==> config.mk <==
export PLATFORM = sky130hd
export DESIGN_NAME = pka_csr
export DESIGN_NICKNAME = d
export VERILOG_FILES = /design/src/rtl/pka_csr_pkg.sv /design/src/rtl/pka_csr_decode.sv /design/src/rtl/pka_csr_regs.sv /design/src/rtl/pka_csr_launch.sv /design/src/rtl/pka_csr_status.sv /design/src/rtl/pka_csr.sv
export SDC_FILE = /design/constraint.sdc
export NUM_CORES = 1
export LEC_CHECK = 0
export BUFFER_PORTS_ARGS = -buffer_cell sky130_fd_sc_hd__buf_2
export CAP_MARGIN = 20
export CELL_PAD_IN_SITES_DETAIL_PLACEMENT = 1
export CELL_PAD_IN_SITES_GLOBAL_PLACEMENT = 2
export CORE_MARGIN = 2
export CORE_UTILIZATION = 33
export DETAILED_ROUTE_END_ITERATION = 16
export GPL_ROUTABILITY_DRIVEN = 0
export PLACE_DENSITY = 0.88
export SKIP_LAST_GASP = 1
export SLEW_MARGIN = 20
export SYNTH_ARGS = -nofsm -noshare
export SYNTH_HDL_FRONTEND = slang
export SYNTH_SLANG_ARGS = --single-unit
export TNS_END_PERCENT = 50
==> constraint.sdc <==
create_clock -name clk -period 5.7 [get_ports clk]
set_clock_uncertainty 0.2 [all_clocks]
set_input_delay 1.425 -clock clk [delete_from_list [all_inputs] [get_ports clk]]
set_output_delay 1.425 -clock clk [all_outputs]
set_load 0.02 [all_outputs]
==> src/rtl/pka_csr_pkg.sv <==
package pka_csr_pkg;

    localparam int DATA_W    = 32;
    localparam int HALF_W    = 16;
    localparam int MODE_W    = 2;
    localparam int STS_W     = 2;
    localparam int STS_LSB   = 1;
    localparam int START_BIT = 0;
    localparam int DMA_BIT   = 1;
    localparam int MODE_LSB  = 4;
    localparam int CPU_BIT   = 8;

    localparam int NUM_REGS  = 8;
    localparam int IDX_CMD   = 0;
    localparam int IDX_GEN   = 1;
    localparam int IDX_MODE  = 2;
    localparam int IDX_DSRC  = 3;
    localparam int IDX_DLEN  = 4;
    localparam int IDX_SIZE  = 5;
    localparam int IDX_IEN   = 6;
    localparam int IDX_ISTS  = 7;

    function automatic logic [31:0] reg_offset(input int idx);
        case (idx)
            IDX_CMD:  return 32'h000;
            IDX_GEN:  return 32'h044;
            IDX_MODE: return 32'h048;
            IDX_DSRC: return 32'h04C;
            IDX_DLEN: return 32'h050;
            IDX_SIZE: return 32'h058;
            IDX_IEN:  return 32'h3F8;
            default:  return 32'h3FC;
        endcase
    endfunction

    typedef struct packed {
        logic              use_dma;
        logic [DATA_W-1:0] gen_ctrl;
        logic              cpu_own;
        logic [MODE_W-1:0] mode;
        logic [DATA_W-1:0] dma_src;
        logic [HALF_W-1:0] dma_len;
        logic [HALF_W-1:0] exp_bits;
        logic [HALF_W-1:0] mod_bits;
        logic [STS_W-1:0]  int_en;
    } cfg_t;

    typedef struct packed {
        logic start;
        logic busy;
    } launch_t;

    typedef struct packed {
        logic [STS_W-1:0] sts;
    } status_t;

endpackage

==> src/rtl/pka_csr_decode.sv <==
module pka_csr_decode
    import pka_csr_pkg::*;
#(
    parameter int ADDR_W = 12
) (
    input  logic [ADDR_W-1:0]   addr,
    output logic [NUM_REGS-1:0] sel
);

    for (genvar i = 0; i < NUM_REGS; i++) begin : g_sel
        assign sel[i] = (addr == ADDR_W'(reg_offset(i)));
    end

endmodule

==> src/rtl/pka_csr_regs.sv <==
module pka_csr_regs
    import pka_csr_pkg::*;
(
    input  logic                clk,
    input  logic                rst_n,
    input  logic                wr_en,
    input  logic [NUM_REGS-1:0] sel,
    input  logic [DATA_W-1:0]   wdata,
    output cfg_t                cfg
);

    cfg_t cfg_d, cfg_q;

    always_comb begin
        cfg_d = cfg_q;
        if (wr_en) begin
            if (sel[IDX_CMD])  cfg_d.use_dma  = wdata[DMA_BIT];
            if (sel[IDX_GEN])  cfg_d.gen_ctrl = wdata;
            if (sel[IDX_MODE]) begin
                cfg_d.cpu_own = wdata[CPU_BIT];
                cfg_d.mode    = wdata[MODE_LSB +: MODE_W];
            end
            if (sel[IDX_DSRC]) cfg_d.dma_src  = wdata;
            if (sel[IDX_DLEN]) cfg_d.dma_len  = wdata[HALF_W-1:0];
            if (sel[IDX_SIZE]) begin
                cfg_d.exp_bits = wdata[DATA_W-1:HALF_W];
                cfg_d.mod_bits = wdata[HALF_W-1:0];
            end
            if (sel[IDX_IEN])  cfg_d.int_en   = wdata[STS_LSB +: STS_W];
        end
    end

    always_ff @(posedge clk) begin
        if (!rst_n) cfg_q <= '0;
        else        cfg_q <= cfg_d;
    end

    assign cfg = cfg_q;

endmodule

==> src/rtl/pka_csr_launch.sv <==
module pka_csr_launch
    import pka_csr_pkg::*;
(
    input  logic clk,
    input  logic rst_n,
    input  logic start_req,
    input  logic eng_done,
    output logic eng_start,
    output logic busy
);

    launch_t ln_d, ln_q;

    always_comb begin
        ln_d       = ln_q;
        ln_d.start = 1'b0;
        if (eng_done) ln_d.busy = 1'b0;
        if (start_req && !ln_q.busy) begin
            ln_d.start = 1'b1;
            ln_d.busy  = 1'b1;
        end
    end

    always_ff @(posedge clk) begin
        if (!rst_n) ln_q <= '0;
        else        ln_q <= ln_d;
    end

    assign eng_start = ln_q.start;
    assign busy      = ln_q.busy;

endmodule

==> src/rtl/pka_csr_status.sv <==
module pka_csr_status
    import pka_csr_pkg::*;
(
    input  logic             clk,
    input  logic             rst_n,
    input  logic [STS_W-1:0] set_bits,
    input  logic [STS_W-1:0] clr_bits,
    input  logic [STS_W-1:0] enable,
    output logic [STS_W-1:0] sts,
    output logic             irq
);

    status_t st_d, st_q;

    always_comb begin
        st_d = st_q;
        for (int i = 0; i < STS_W; i++) begin
            if (clr_bits[i]) st_d.sts[i] = 1'b0;
            if (set_bits[i]) st_d.sts[i] = 1'b1;
        end
    end

    always_ff @(posedge clk) begin
        if (!rst_n) st_q <= '0;
        else        st_q <= st_d;
    end

    assign sts = st_q.sts;
    assign irq = |(st_q.sts & enable);

endmodule

==> src/rtl/pka_csr.sv <==
module pka_csr
    import pka_csr_pkg::*;
#(
    parameter int ADDR_W = 12
) (
    input  logic              clk,
    input  logic              rst_n,
    input  logic              bus_wr,
    input  logic              bus_rd,
    input  logic [ADDR_W-1:0] bus_addr,
    input  logic [31:0]       bus_wdata,
    output logic [31:0]       bus_rdata,
    input  logic              eng_ready,
    input  logic              eng_done,
    output logic              eng_start,
    output logic              eng_use_dma,
    output logic [1:0]        eng_mode,
    output logic [15:0]       eng_exp_bits,
    output logic [15:0]       eng_mod_bits,
    output logic [31:0]       dma_src_addr,
    output logic [15:0]       dma_len,
    output logic              sram_cpu_owner,
    output logic              irq
);

    logic [NUM_REGS-1:0] sel;
    cfg_t                cfg;
    logic                start_req;
    logic                busy_w;
    logic [STS_W-1:0]    clr_w;
    logic [STS_W-1:0]    sts_w;
    logic [STS_W-1:0]    ien_w;

    pka_csr_decode #(.ADDR_W(ADDR_W)) u_dec (
        .addr (bus_addr),
        .sel  (sel)
    );

    pka_csr_regs u_regs (
        .clk   (clk),
        .rst_n (rst_n),
        .wr_en (bus_wr),
        .sel   (sel),
        .wdata (bus_wdata),
        .cfg   (cfg)
    );

    assign start_req = bus_wr && sel[IDX_CMD] && bus_wdata[START_BIT];

    pka_csr_launch u_launch (
        .clk       (clk),
        .rst_n     (rst_n),
        .start_req (start_req),
        .eng_done  (eng_done),
        .eng_start (eng_start),
        .busy      (busy_w)
    );

    assign clr_w = (bus_wr && sel[IDX_ISTS]) ? bus_wdata[STS_LSB +: STS_W] : '0;
    assign ien_w = cfg.int_en;

    pka_csr_status u_sts (
        .clk      (clk),
        .rst_n    (rst_n),
        .set_bits ({eng_ready, eng_done}),
        .clr_bits (clr_w),
        .enable   (ien_w),
        .sts      (sts_w),
        .irq      (irq)
    );

    always_comb begin
        bus_rdata = '0;
        if (bus_rd) begin
            if (sel[IDX_CMD])  bus_rdata[DMA_BIT] = cfg.use_dma;
            if (sel[IDX_GEN])  bus_rdata = cfg.gen_ctrl;
            if (sel[IDX_MODE]) begin
                bus_rdata[CPU_BIT]              = cfg.cpu_own;
                bus_rdata[MODE_LSB +: MODE_W]   = cfg.mode;
            end
            if (sel[IDX_DSRC]) bus_rdata = cfg.dma_src;
            if (sel[IDX_DLEN]) bus_rdata[HALF_W-1:0] = cfg.dma_len;
            if (sel[IDX_SIZE]) bus_rdata = {cfg.exp_bits, cfg.mod_bits};
            if (sel[IDX_IEN])  bus_rdata[STS_LSB +: STS_W] = cfg.int_en;
            if (sel[IDX_ISTS]) bus_rdata[STS_LSB +: STS_W] = sts_w;
        end
    end

    assign eng_use_dma    = cfg.use_dma;
    assign eng_mode       = cfg.mode;
    assign eng_exp_bits   = cfg.exp_bits;
    assign eng_mod_bits   = cfg.mod_bits;
    assign dma_src_addr   = cfg.dma_src;
    assign dma_len        = cfg.dma_len;
    assign sram_cpu_owner = cfg.cpu_own;

endmodule

==> run metrics <==
outcome completed; initial antenna violation count 0; Port Buf Inserts 167; Placement Rows 51; core box area 19300 um2; Worst Setup Start Kind input port; # DRC 0; cell family with most CP delay simple AND/OR/NAND/NOR gates; fraction of registers with async set/reset 0; TritonCTS Sinks 122; # H-tree levels 4; Top Ports 168; final net count 920; syn avg cell area 7.99 um2; commonest non-fill, non-tap cell in the layout nand2_1; crit path buf inv count 3; Die Width 144 um; clk slew on worst S/H paths 0.06 ns; R2R depth 2; hpwl dp 14200 um; Syn. warnings 0; GRT overflow 0; worst hold-check path type reg2reg; Slew HR 0.316; Cell Chain, Critical Path buf_2 > or4_4 > nor4_4 > buf_12 > nand2_1 > a31o_2 > a21boi_1 > buf_2; die area 20700 um2; DR pass1 iterations 5; ys flop type dfxtp_1; Initial Util 0.334; register area share after synthesis 0.378; DR vias 5799; pre-CTS setup slack 0.639 ns; Max-Cap Viols 0; share of layout cells above drive strength 1 0.256; Die Ht 144 um; CP endpoint kind output port; fin crit share 0.886; hold buffer count at cts 0; clk buf depth 2; Required @ worst endpoint 4.07 ns; instance count of the mapped netlist 809; ANT cells 0; unrepaired setup endpoints after global routing no; post-synthesis cell area 6470 um2; remaining antenna violation count after routing 0; Final WS setup 0.653 ns; starting DRC count in detailed routing 315; Hold Fails Final Rpt 0; setup TNS 0 ns; Slew Limit Fails 0; Stages on worst setup path 8; cts bufs inserted 17; commonest non-fill, non-tap cells in the layout 257 x nand2_1, 167 x buf_2, 122 x dfxtp_1, 70 x a21boi_1, 56 x a21boi_0; crit path kind in2out; IR drop worst, VDD 0.000198 V; Total Routing Usage GR 0.207; syn_nets 859; Min Clock Period, post-route 5.05 ns; drt total wl 21200 um; EDFF count, synth 0; worst skew pair latency 0.42 ns; Final setup viols 0; first-pass GRT wire length 32900 um; CP max-delay cell or4_4; CTS resizes 0; hold path depth 1; Arr. time, crit path 3.42 ns; FF+latch count, synth 122; most frequent CP cell buf_2; CTS tree yes; Root Driver clkbuf_16; area growth from synthesis to layout 14.2%; Worst Path Max Fanout 30; drt wl/cell 18.4 um; largest net degree at the start of global routing 47; P per Cell Area 263 nW/um2; Critical Path Max Stage Delay 0.60 ns; vias in the first global route 5894; fmax 0.198 GHz; cell leakage power 2.87 nW; Worst-Margin Slew 1.02 ns; Setup Fix Bufs, Post-CTS 0; DR vias/cell 5.05; Yosys cell types 54
metrics by stage:
| step | util | hold WS (ns) | std cells | power (mW) | cell area (um2) |
|---|---|---|---|---|---|
| detailed placement | 0.354 | 0.232 | 1116 | 0.960 | 6840 |
| floorplan | - | 0.213 | 809 | 0.915 | 6470 |
| global route | 0.382 | 0.280 | 1148 | 2.00 | 7380 |
| global placement | 0.354 | 0.231 | 1116 | 0.960 | 6840 |
| finish | 0.382 | 0.247 | 1148 | 1.94 | 7380 |
| CTS | 0.382 | 0.240 | 1148 | 1.96 | 7380 |
final cells by class:
class,instances,area (um2)
fill,2391,12000
sequential,122,2440
timing repair buffer,184,976
multi-input combinational,544,3090
tap,265,332
clock inverter,9,66.3
inverter,1,3.75
clock buffer,23,478
cells by family (layout without fill, tap and decap cells):
group | after synthesis | count (layout) | share of synthesized area
AOI/OAI and AO/OA | 195 | 195 | 0.227
buffers and inverters | 143 | 217 | 0.145
and+or+nand+nor | 341 | 341 | 0.238
DFF | 122 | 122 | 0.378
muxes | 8 | 8 | 0.0126
path summary, 6_finish.rpt:
path | startpoint | endpoint | slack, ns
min reg2reg | u_launch.busy | u_launch.eng_start | 0.25
min | u_launch.busy | u_launch.eng_start | 0.25
max | bus_addr[7] | bus_rdata[14] | 0.65
max reg2reg | u_launch.busy | u_launch.busy | 4.78
power by group:
group	internal (mW)	leakage (nW)	switching, mW	total (mW)
clock network	0.591	0.256	0.410	1.00
registers	0.854	0.983	0.000917	0.855
logic	0.0351	1.63	0.0517	0.0868
sequential cells by signal (all words and copies together) (netlist names):
name                count
u_launch.eng_start      1
u_launch.busy           1
u_regs.cfg            118
u_sts.sts               2
metal layers:
metal	global-route usage	share of wire	vias up
met1	0.265	0.46	2816
met2	0.350	0.48	156
met5	0	0	-
met4	0.0722	0.014	0
met3	0.0387	0.047	26
li1	-	-	2801
cells in the mapped netlist (2+ instances only):
master    count  area [um2]
nor4_1        5        31.3
buf_4        85         638
nand3_1       3        15.0
o21a_1        6        45.0
buf_1         2        7.51
o21ai_0      18        90.1
nand3b_1      2        15.0
and3_1        4        25.0
nor2_1        7        26.3
a31o_1        9        78.8
dfxtp_1     122        2440
nor3_1        3        15.0
a31o_2        2        17.5
nor2b_1      23         144
and2_1        4        25.0
a21boi_0     56         420
a21boi_1     70         526
buf_6         9         101
nand4_1      16         100
mux2i_1       7        70.1
and4bb_1      2        25.0
nand2_1     257         965
a222oi_1     14         140
buf_2        12        60.1
a21oi_1       4        20.0
clkbuf_1     34         128
nand2_2       2        12.5
a22oi_1       3        22.5
a32oi_1       3        26.3
Note: power is estimated with default switching activity, not from simulation.
